`config.mk`:
```
export PLATFORM = sky130hd
export DESIGN_NAME = slave_par_loader
export DESIGN_NICKNAME = d
export VERILOG_FILES = /design/src/rtl/spl_pkg.sv /design/src/rtl/spl_datapath.sv /design/src/rtl/spl_ctrl.sv /design/src/rtl/slave_par_loader.sv
export SDC_FILE = /design/constraint.sdc
export NUM_CORES = 1
export LEC_CHECK = 0
export BUFFER_PORTS_ARGS = -buffer_cell sky130_fd_sc_hd__buf_2
export CAP_MARGIN = 20
export CORE_MARGIN = 2
export CORE_UTILIZATION = 45
export CTS_CLUSTER_DIAMETER = 80
export CTS_CLUSTER_SIZE = 28
export DETAILED_ROUTE_END_ITERATION = 10
export PLACE_DENSITY = 0.69
export SETUP_SLACK_MARGIN = 0.2
export SLEW_MARGIN = 15
export SYNTH_ARGS = -nofsm -noshare
export SYNTH_HDL_FRONTEND = slang
export SYNTH_SLANG_ARGS = --single-unit
```
`constraint.sdc`:
```
create_clock -name clk -period 2.5 [get_ports clk]
set_input_delay 0.375 -clock clk [delete_from_list [all_inputs] [get_ports clk]]
set_output_delay 0.375 -clock clk [all_outputs]
set_load 0.01 [all_outputs]
```
`src/rtl/spl_pkg.sv`:
```
package spl_pkg;

  typedef enum logic [3:0] {
    S_IDLE, S_PROG, S_INIT, S_FETCH, S_BUSY,
    S_WRITE, S_REL, S_DONEW, S_DONE, S_ERR
  } spl_state_t;

  typedef struct packed {
    logic latchMode;
    logic loadWord;
    logic clrCnt;
    logic incCnt;
  } dp_strobe_t;

endpackage

```
`src/rtl/spl_datapath.sv`:
```
module spl_datapath
  import spl_pkg::*;
#(
  parameter int DATA_W = 16,
  parameter int BYTE_W = 8,
  parameter int CNT_W  = 16,
  parameter int HOLD_W = 8
) (
  input  logic              clk,
  input  logic              rstN,
  input  dp_strobe_t        strobe,
  input  logic              wide,
  input  logic              syncMode,
  input  logic [HOLD_W-1:0] holdCycles,
  input  logic [CNT_W-1:0]  busyLimit,
  input  logic [DATA_W-1:0] inData,
  input  logic              inLast,
  output logic [CNT_W-1:0]  cnt,
  output logic              wideQ,
  output logic              syncQ,
  output logic [HOLD_W-1:0] holdQ,
  output logic [CNT_W-1:0]  limitQ,
  output logic              lastQ,
  output logic [DATA_W-1:0] dataBus
);

  localparam int LANES = DATA_W / BYTE_W;

  logic [DATA_W-1:0] dataReg;

  always_ff @(posedge clk or negedge rstN) begin
    if (!rstN) begin
      wideQ  <= 1'b0;
      syncQ  <= 1'b0;
      holdQ  <= '0;
      limitQ <= '0;
    end else if (strobe.latchMode) begin
      wideQ  <= wide;
      syncQ  <= syncMode;
      holdQ  <= holdCycles;
      limitQ <= busyLimit;
    end
  end

  always_ff @(posedge clk or negedge rstN) begin
    if (!rstN) begin
      dataReg <= '0;
      lastQ   <= 1'b0;
    end else if (strobe.loadWord) begin
      dataReg <= inData;
      lastQ   <= inLast;
    end
  end

  always_ff @(posedge clk or negedge rstN) begin
    if (!rstN)              cnt <= '0;
    else if (strobe.clrCnt) cnt <= '0;
    else if (strobe.incCnt) cnt <= cnt + 1'b1;
  end

  for (genvar g = 0; g < LANES; g++) begin : g_lane
    if (g == 0) begin : g_low
      assign dataBus[g*BYTE_W +: BYTE_W] = dataReg[g*BYTE_W +: BYTE_W];
    end else begin : g_high
      assign dataBus[g*BYTE_W +: BYTE_W] = wideQ ? dataReg[g*BYTE_W +: BYTE_W] : '0;
    end
  end

  // captured mode only moves on a latch strobe
  p_mode_hold_r12: assert property (@(posedge clk) disable iff (!rstN)
    !strobe.latchMode |=> $stable(wideQ) && $stable(syncQ));

  p_cnt_clear: assert property (@(posedge clk) disable iff (!rstN)
    strobe.clrCnt |=> cnt == '0);

endmodule

```
`src/rtl/spl_ctrl.sv`:
```
module spl_ctrl
  import spl_pkg::*;
#(
  parameter int PROG_CYCLES = 4,
  parameter int CNT_W       = 16,
  parameter int HOLD_W      = 8,
  parameter int PULSES      = 8
) (
  input  logic              clk,
  input  logic              rstN,
  input  logic              start,
  input  logic              inValid,
  input  logic              tgtInit,
  input  logic              tgtBusy,
  input  logic              tgtDone,
  input  logic [CNT_W-1:0]  cnt,
  input  logic              wideQ,
  input  logic              syncQ,
  input  logic [HOLD_W-1:0] holdQ,
  input  logic [CNT_W-1:0]  limitQ,
  input  logic              lastQ,
  output dp_strobe_t        strobe,
  output logic              inReady,
  output logic              tgtProgN,
  output logic              tgtCsN,
  output logic              tgtWrN,
  output logic              tgtCclk,
  output logic              finished,
  output logic              errInit,
  output logic              errTimeout
);

  localparam logic [CNT_W-1:0] PROG_LAST   = CNT_W'(PROG_CYCLES - 1);
  localparam logic [CNT_W-1:0] BURST_BYTE  = CNT_W'(2 * PULSES - 1);
  localparam logic [CNT_W-1:0] BURST_HALF  = CNT_W'(4 * PULSES - 1);

  spl_state_t state, stateNext;
  logic setInitErr, setTimeout, clearFlags;
  logic [CNT_W-1:0] writeLast;
  logic loadActive;

  always_comb begin
    if (syncQ)           writeLast = wideQ ? BURST_HALF : BURST_BYTE;
    else if (holdQ == 0) writeLast = '0;
    else                 writeLast = CNT_W'(holdQ) - 1'b1;
  end

  assign loadActive = (state == S_FETCH) || (state == S_BUSY) || (state == S_WRITE) ||
                      (state == S_REL)   || (state == S_DONEW);

  always_comb begin
    stateNext  = state;
    strobe     = '0;
    setInitErr = 1'b0;
    setTimeout = 1'b0;
    clearFlags = 1'b0;
    if (loadActive && !tgtInit) begin
      stateNext  = S_ERR;
      setInitErr = 1'b1;
    end else begin
      case (state)
        S_IDLE, S_DONE, S_ERR: if (start) begin
          stateNext        = S_PROG;
          strobe.latchMode = 1'b1;
          strobe.clrCnt    = 1'b1;
          clearFlags       = 1'b1;
        end
        S_PROG: begin
          strobe.incCnt = 1'b1;
          if (cnt == PROG_LAST) stateNext = S_INIT;
        end
        S_INIT: if (tgtInit) stateNext = S_FETCH;
        S_FETCH: if (inValid) begin
          strobe.loadWord = 1'b1;
          strobe.clrCnt   = 1'b1;
          stateNext       = S_BUSY;
        end
        S_BUSY: begin
          if (!tgtBusy) begin
            strobe.clrCnt = 1'b1;
            stateNext     = S_WRITE;
          end else if (cnt >= limitQ) begin
            setTimeout = 1'b1;
            stateNext  = S_ERR;
          end else begin
            strobe.incCnt = 1'b1;
          end
        end
        S_WRITE: begin
          strobe.incCnt = 1'b1;
          if (cnt == writeLast) stateNext = S_REL;
        end
        S_REL:   stateNext = lastQ ? S_DONEW : S_FETCH;
        S_DONEW: if (tgtDone) stateNext = S_DONE;
        default: stateNext = S_IDLE;
      endcase
    end
  end

  always_ff @(posedge clk or negedge rstN) begin
    if (!rstN) begin
      state      <= S_IDLE;
      errInit    <= 1'b0;
      errTimeout <= 1'b0;
    end else begin
      state <= stateNext;
      if (clearFlags) begin
        errInit    <= 1'b0;
        errTimeout <= 1'b0;
      end else begin
        if (setInitErr) errInit    <= 1'b1;
        if (setTimeout) errTimeout <= 1'b1;
      end
    end
  end

  assign inReady  = (state == S_FETCH) && tgtInit;
  assign tgtProgN = (state != S_PROG);
  assign tgtCsN   = (state != S_WRITE);
  assign tgtWrN   = (state != S_WRITE);
  assign tgtCclk  = (state == S_WRITE) && syncQ && cnt[0];
  assign finished = (state == S_DONE);

  // a write opens only after an edge that saw busy low
  p_no_write_busy_r4: assert property (@(posedge clk) disable iff (!rstN)
    $fell(tgtCsN) |-> !$past(tgtBusy));

  // init error survives until a new start
  p_init_sticky_r10: assert property (@(posedge clk) disable iff (!rstN)
    errInit && !start |=> errInit);

  // no stream acceptance during a write
  p_ready_idle_r8: assert property (@(posedge clk) disable iff (!rstN)
    inReady |-> tgtCsN && tgtProgN);

  // clock pulses only inside a clocked write
  p_cclk_window_r6: assert property (@(posedge clk) disable iff (!rstN)
    tgtCclk |-> !tgtCsN && syncQ);

  // after timeout nothing is written
  p_timeout_quiet_r9: assert property (@(posedge clk) disable iff (!rstN)
    errTimeout |-> tgtCsN);

endmodule

```
`src/rtl/slave_par_loader.sv`:
```
module slave_par_loader
  import spl_pkg::*;
#(
  parameter int DATA_W      = 16,
  parameter int BYTE_W      = 8,
  parameter int CNT_W       = 16,
  parameter int HOLD_W      = 8,
  parameter int PROG_CYCLES = 4,
  parameter int PULSES      = 8
) (
  input  logic              clk,
  input  logic              rstN,
  input  logic              start,
  input  logic              wide,
  input  logic              syncMode,
  input  logic [HOLD_W-1:0] holdCycles,
  input  logic [CNT_W-1:0]  busyLimit,
  input  logic [DATA_W-1:0] inData,
  input  logic              inValid,
  input  logic              inLast,
  output logic              inReady,
  output logic              tgtProgN,
  input  logic              tgtInit,
  input  logic              tgtDone,
  input  logic              tgtBusy,
  output logic              tgtCsN,
  output logic              tgtWrN,
  output logic              tgtCclk,
  output logic [DATA_W-1:0] tgtData,
  output logic              finished,
  output logic              errInit,
  output logic              errTimeout
);

  dp_strobe_t        strobe;
  logic [CNT_W-1:0]  cnt;
  logic              wideQ, syncQ, lastQ;
  logic [HOLD_W-1:0] holdQ;
  logic [CNT_W-1:0]  limitQ;

  spl_datapath #(
    .DATA_W(DATA_W), .BYTE_W(BYTE_W), .CNT_W(CNT_W), .HOLD_W(HOLD_W)
  ) u_dp (
    .clk(clk), .rstN(rstN), .strobe(strobe), .wide(wide), .syncMode(syncMode),
    .holdCycles(holdCycles), .busyLimit(busyLimit), .inData(inData), .inLast(inLast),
    .cnt(cnt), .wideQ(wideQ), .syncQ(syncQ), .holdQ(holdQ), .limitQ(limitQ),
    .lastQ(lastQ), .dataBus(tgtData)
  );

  spl_ctrl #(
    .PROG_CYCLES(PROG_CYCLES), .CNT_W(CNT_W), .HOLD_W(HOLD_W), .PULSES(PULSES)
  ) u_ctrl (
    .clk(clk), .rstN(rstN), .start(start), .inValid(inValid), .tgtInit(tgtInit),
    .tgtBusy(tgtBusy), .tgtDone(tgtDone), .cnt(cnt), .wideQ(wideQ), .syncQ(syncQ),
    .holdQ(holdQ), .limitQ(limitQ), .lastQ(lastQ), .strobe(strobe), .inReady(inReady),
    .tgtProgN(tgtProgN), .tgtCsN(tgtCsN), .tgtWrN(tgtWrN), .tgtCclk(tgtCclk),
    .finished(finished), .errInit(errInit), .errTimeout(errTimeout)
  );

  // bus keeps its value for the clock after a write ends
  p_bus_stable_r7: assert property (@(posedge clk) disable iff (!rstN)
    $rose(tgtCsN) |=> $stable(tgtData));

endmodule

```
==> impl_results.md <==
* Max rail drop VDD at 0.000745 V
* Row cnt at 34
* Share of Yosys cell area claimed by the top area cell type at 0.400
* Count of cells along the worst register-to-register path at 9
* Worst endpoint required time at 2.73 ns
* Synth cell types at 64
* IO buf count at 73
* Worst Skew at 0.00832 ns
* Number of slew-limit violations in the final report at 0
* Antenna diode instance count at 0
* Routed vias/inst at 5.53
* Number of warnings printed during yosys synthesis at 0
* Fmax at 0.412 GHz
* Capturing point of the worst reg2reg path: u_dp.cnt[13]$_DFFE_PN0P_
* Clock sinks at 65
* Largest net degree at the start of global routing at 47
* Period utilization at 0.972
* R2R setup slack at 0.07 ns
* Buffer levels on the longest clock path at 2
* Int Pwr at 3360 uW
* Fraction of power spent switching nets at 0.407
* Cells taking the most area after synthesis: sky130_fd_sc_hd__dfrtp_1, sky130_fd_sc_hd__ha_1, sky130_fd_sc_hd__nand2_1
* Leak at 0.00243 uW
* Smallest setup slack after layout at 0.0712 ns
* Total congestion overflow after global routing at 0
* Instance count of the mapped netlist at 444
* Die outline width at 99 um
* Top cell types by occurrence after synthesis: sky130_fd_sc_hd__dfrtp_1, sky130_fd_sc_hd__nand2_1, sky130_fd_sc_hd__o21ai_0, sky130_fd_sc_hd__nor2_1, sky130_fd_sc_hd__inv_1
* Number of remaining DRC errors at 0
* Highest fanout seen on the critical path at 8
* Number of I/O pins at 74
* Net load switching power at 2310 uW
* Storage cell area at 0.00164 mm2
* Final-stage net count at 611
* Vias in the first global route at 3,688
* First-pass GRT wire length at 17.5 mm
* Mean cell area of the mapped netlist at 9.15 um2
* Power per cell area at 1060 mW/mm2
* Netlist area before placement at 0.00406 mm2
* DR iter-0 viols at 245
* Critical path destination: u_dp.cnt[13]$_DFFE_PN0P_
* Launch instance of the worst register-to-register path: u_dp.cnt[8]$_DFFE_PN0P_
* Layout cell share with drive strength beyond 1 at 0.377
* Number of buffers added by the clock tree synthesis step at 9
* Antenna viol nets, final at 0
* Sequential fraction of the synthesis area at 0.400
* Wire length per cell after detailed routing at 16.3 um
* Worst-Skew Late Latency at 0.35 ns
* Run status: complete, no violations
* Top FF cell, synth: sky130_fd_sc_hd__dfrtp_1
* Launching element of the worst setup path: u_dp.cnt[8]$_DFFE_PN0P_
* Core box area at 0.00872 mm2
* Register clock-pin slew on the reported worst setup and hold paths at 0.08 ns
* Net count after synthesis at 513
* Fin. Hold Viols at 0
* Routed Wire Length at 10.6 mm
* Post-synth EDFFs at 0
* Number of iterations in the first detailed-routing pass at 4
* Path category of the worst min-delay check: in -> async
* Part of the total power dissipated in combinational logic at 0.484
* Worst slack at placement at 0.0129 ns
* Clock share of power at 0.196
* Crit path time final at 2.43 ns
* Hpwl dp at 6.93 mm
* Number of antenna violations at the first check in global routing at 0
* RSZ-0062 raised after global routing: true
* Classification of the worst setup path: reg -> reg
* Relative slew margins at 0.517
* Hold bufs inserted after CTS at 0
* Via count at 3,623
* Die H at 99 um
* Final GP Congestion at 0.871
* Worst setup EP type: register
* Cell taking the most area after synthesis: sky130_fd_sc_hd__dfrtp_1
* CTS tree: built
* Starting utilization of the core area at 0.466
* Root Buffer: sky130_fd_sc_hd__clkbuf_8
* CTS H-tree depth at 3
* MaxCap Viol Count at 0
* Arrival @ worst endpoint at 2.66 ns
* Startpoint class of the critical path: register
* Count of final setup violators at 0
* Leading cell type by number of instances after synthesis: sky130_fd_sc_hd__dfrtp_1
* Sequential Power Share at 0.320
* Total area of multi-input combinational cells at 0.00245 mm2
* Area Overhead vs Synth at 31.3%
* Area of the die at 0.00980 mm2
* Share of synthesized flip-flops with an asynchronous set or reset at 1.00
* Layout filler cell count at 732
* Slew at the pin closest to its max-slew limit at 0.724 ns
* Post-synthesis sequential element count at 65
* Global-route usage over all layers at 0.223
* Power Total at 5660 uW
routing by layer:
metal  routed length (um)  vias to the layer above  GRT usage  part of all wire
met1                 4380                     1768      0.267              0.41
met2                 5660                       81      0.399              0.53
met3                  458                       15     0.0447             0.043
met4                  144                        0     0.0706             0.014
li1                     -                     1759          -                 -
met5                    0                        -          0                 0
critical path: stages, from the launching register on:
cell	delay [ns]
sky130_fd_sc_hd__dfrtp_2	0.43
sky130_fd_sc_hd__ha_1	0.31
sky130_fd_sc_hd__nand4_1	0.16
sky130_fd_sc_hd__nor3_2	0.09
sky130_fd_sc_hd__a2111oi_4	0.38
sky130_fd_sc_hd__o211ai_4	0.18
sky130_fd_sc_hd__buf_12	0.19
sky130_fd_sc_hd__a2111oi_4	0.32
sky130_fd_sc_hd__xnor2_1	0.17
sky130_fd_sc_hd__nor2_1	0.07
power by group through the flow:
stage	Combinational (uW)	Clock [uW]	Sequential, uW
2_1_floorplan	1990	0	1660
5_1_grt	3050	1180	1880
3_5_place_dp	2450	0	1830
4_1_cts	2650	1130	1800
3_3_place_gp	2370	0	1810
6_report	2740	1110	1810
state kept, by name, summed over array words and instances (netlist names):
signal / count
u_dp.holdQ: 8
u_dp.lastQ: 1
u_dp.wideQ: 1
u_dp.limitQ: 16
u_ctrl.state: 4
u_dp.dataReg: 16
u_dp.syncQ: 1
u_dp.cnt: 16
u_ctrl.errInit: 1
u_ctrl.errTimeout: 1
cells in the final DEF (no fill, tap or decap), drive strengths merged, types with 9 or more instances in the layout:
| cell type | count |
|---|---|
| xnor2 | 16 |
| nand2 | 59 |
| a21oi | 12 |
| nand3 | 13 |
| nor3 | 14 |
| nand2b | 9 |
| buf | 119 |
| o21ai | 33 |
| clkbuf | 9 |
| ha | 19 |
| nor2 | 30 |
| a2111oi | 9 |
| dfrtp | 65 |
| inv | 26 |
| a211oi | 9 |
| mux2 | 17 |
| and2 | 10 |
through the flow:
stage / setup TNS, ns / std cells / area, um2 / util / hold slack, ns
finish: 0 / 655 / 5330 / 0.611 / 0.0765
CTS: 0 / 648 / 5200 / 0.597 / 0.0981
floorplan: 0 / 444 / 4120 / - / 0.0794
global route: -0.154 / 655 / 5330 / 0.611 / 0.129
global placement: 0 / 620 / 4630 / 0.531 / 0.465
detailed placement: 0 / 620 / 4630 / 0.531 / 0.476
how the worst min path moves through the flow:
stage / endpoint / slack (ns) / cells after the start
floorplan: u_ctrl.errInit$_DFFE_PN0P_ / 0.08 / 0
global placement: u_dp.dataReg[0]$_DFFE_PN0P_ / 0.46 / 1
detailed placement: u_dp.dataReg[5]$_DFFE_PN0P_ / 0.48 / 1
CTS: u_dp.dataReg[7]$_DFFE_PN0P_ / 0.1 / 1
global route: u_dp.dataReg[1]$_DFFE_PN0P_ / 0.13 / 1
finish: u_dp.dataReg[6]$_DFFE_PN0P_ / 0.08 / 1
cell type report:
class,count,share of cell area
Multi-Input combinational cell,321,0.460
Sequential cell,65,0.307
Timing Repair Buffer,119,0.144
Tap cell,108,0.0253
Clock buffer,9,0.0232
Clock inverter,7,0.0223
Inverter,26,0.0183
repair_timing:
action                                  4_1_cts  5_1_grt
endpoints found under the setup margin       16       22
cloned                                        1        0
resized for setup                            30       17
pin swaps                                    17        7
buffers inserted                             11        7
endpoints found under the hold margin         0        0
logic make-up after synthesis:
group,after synthesis,synth area share
muxes,18,0.0496
and+or+nand+nor,167,0.208
xor gates and xnor gates,20,0.0431
buffers and inverters,58,0.0764
adders and majority gates,19,0.0585
AOI/OAI and AO/OA,97,0.164
DFF,65,0.400
No activity file was read; power rests on OpenSTA's default activity.
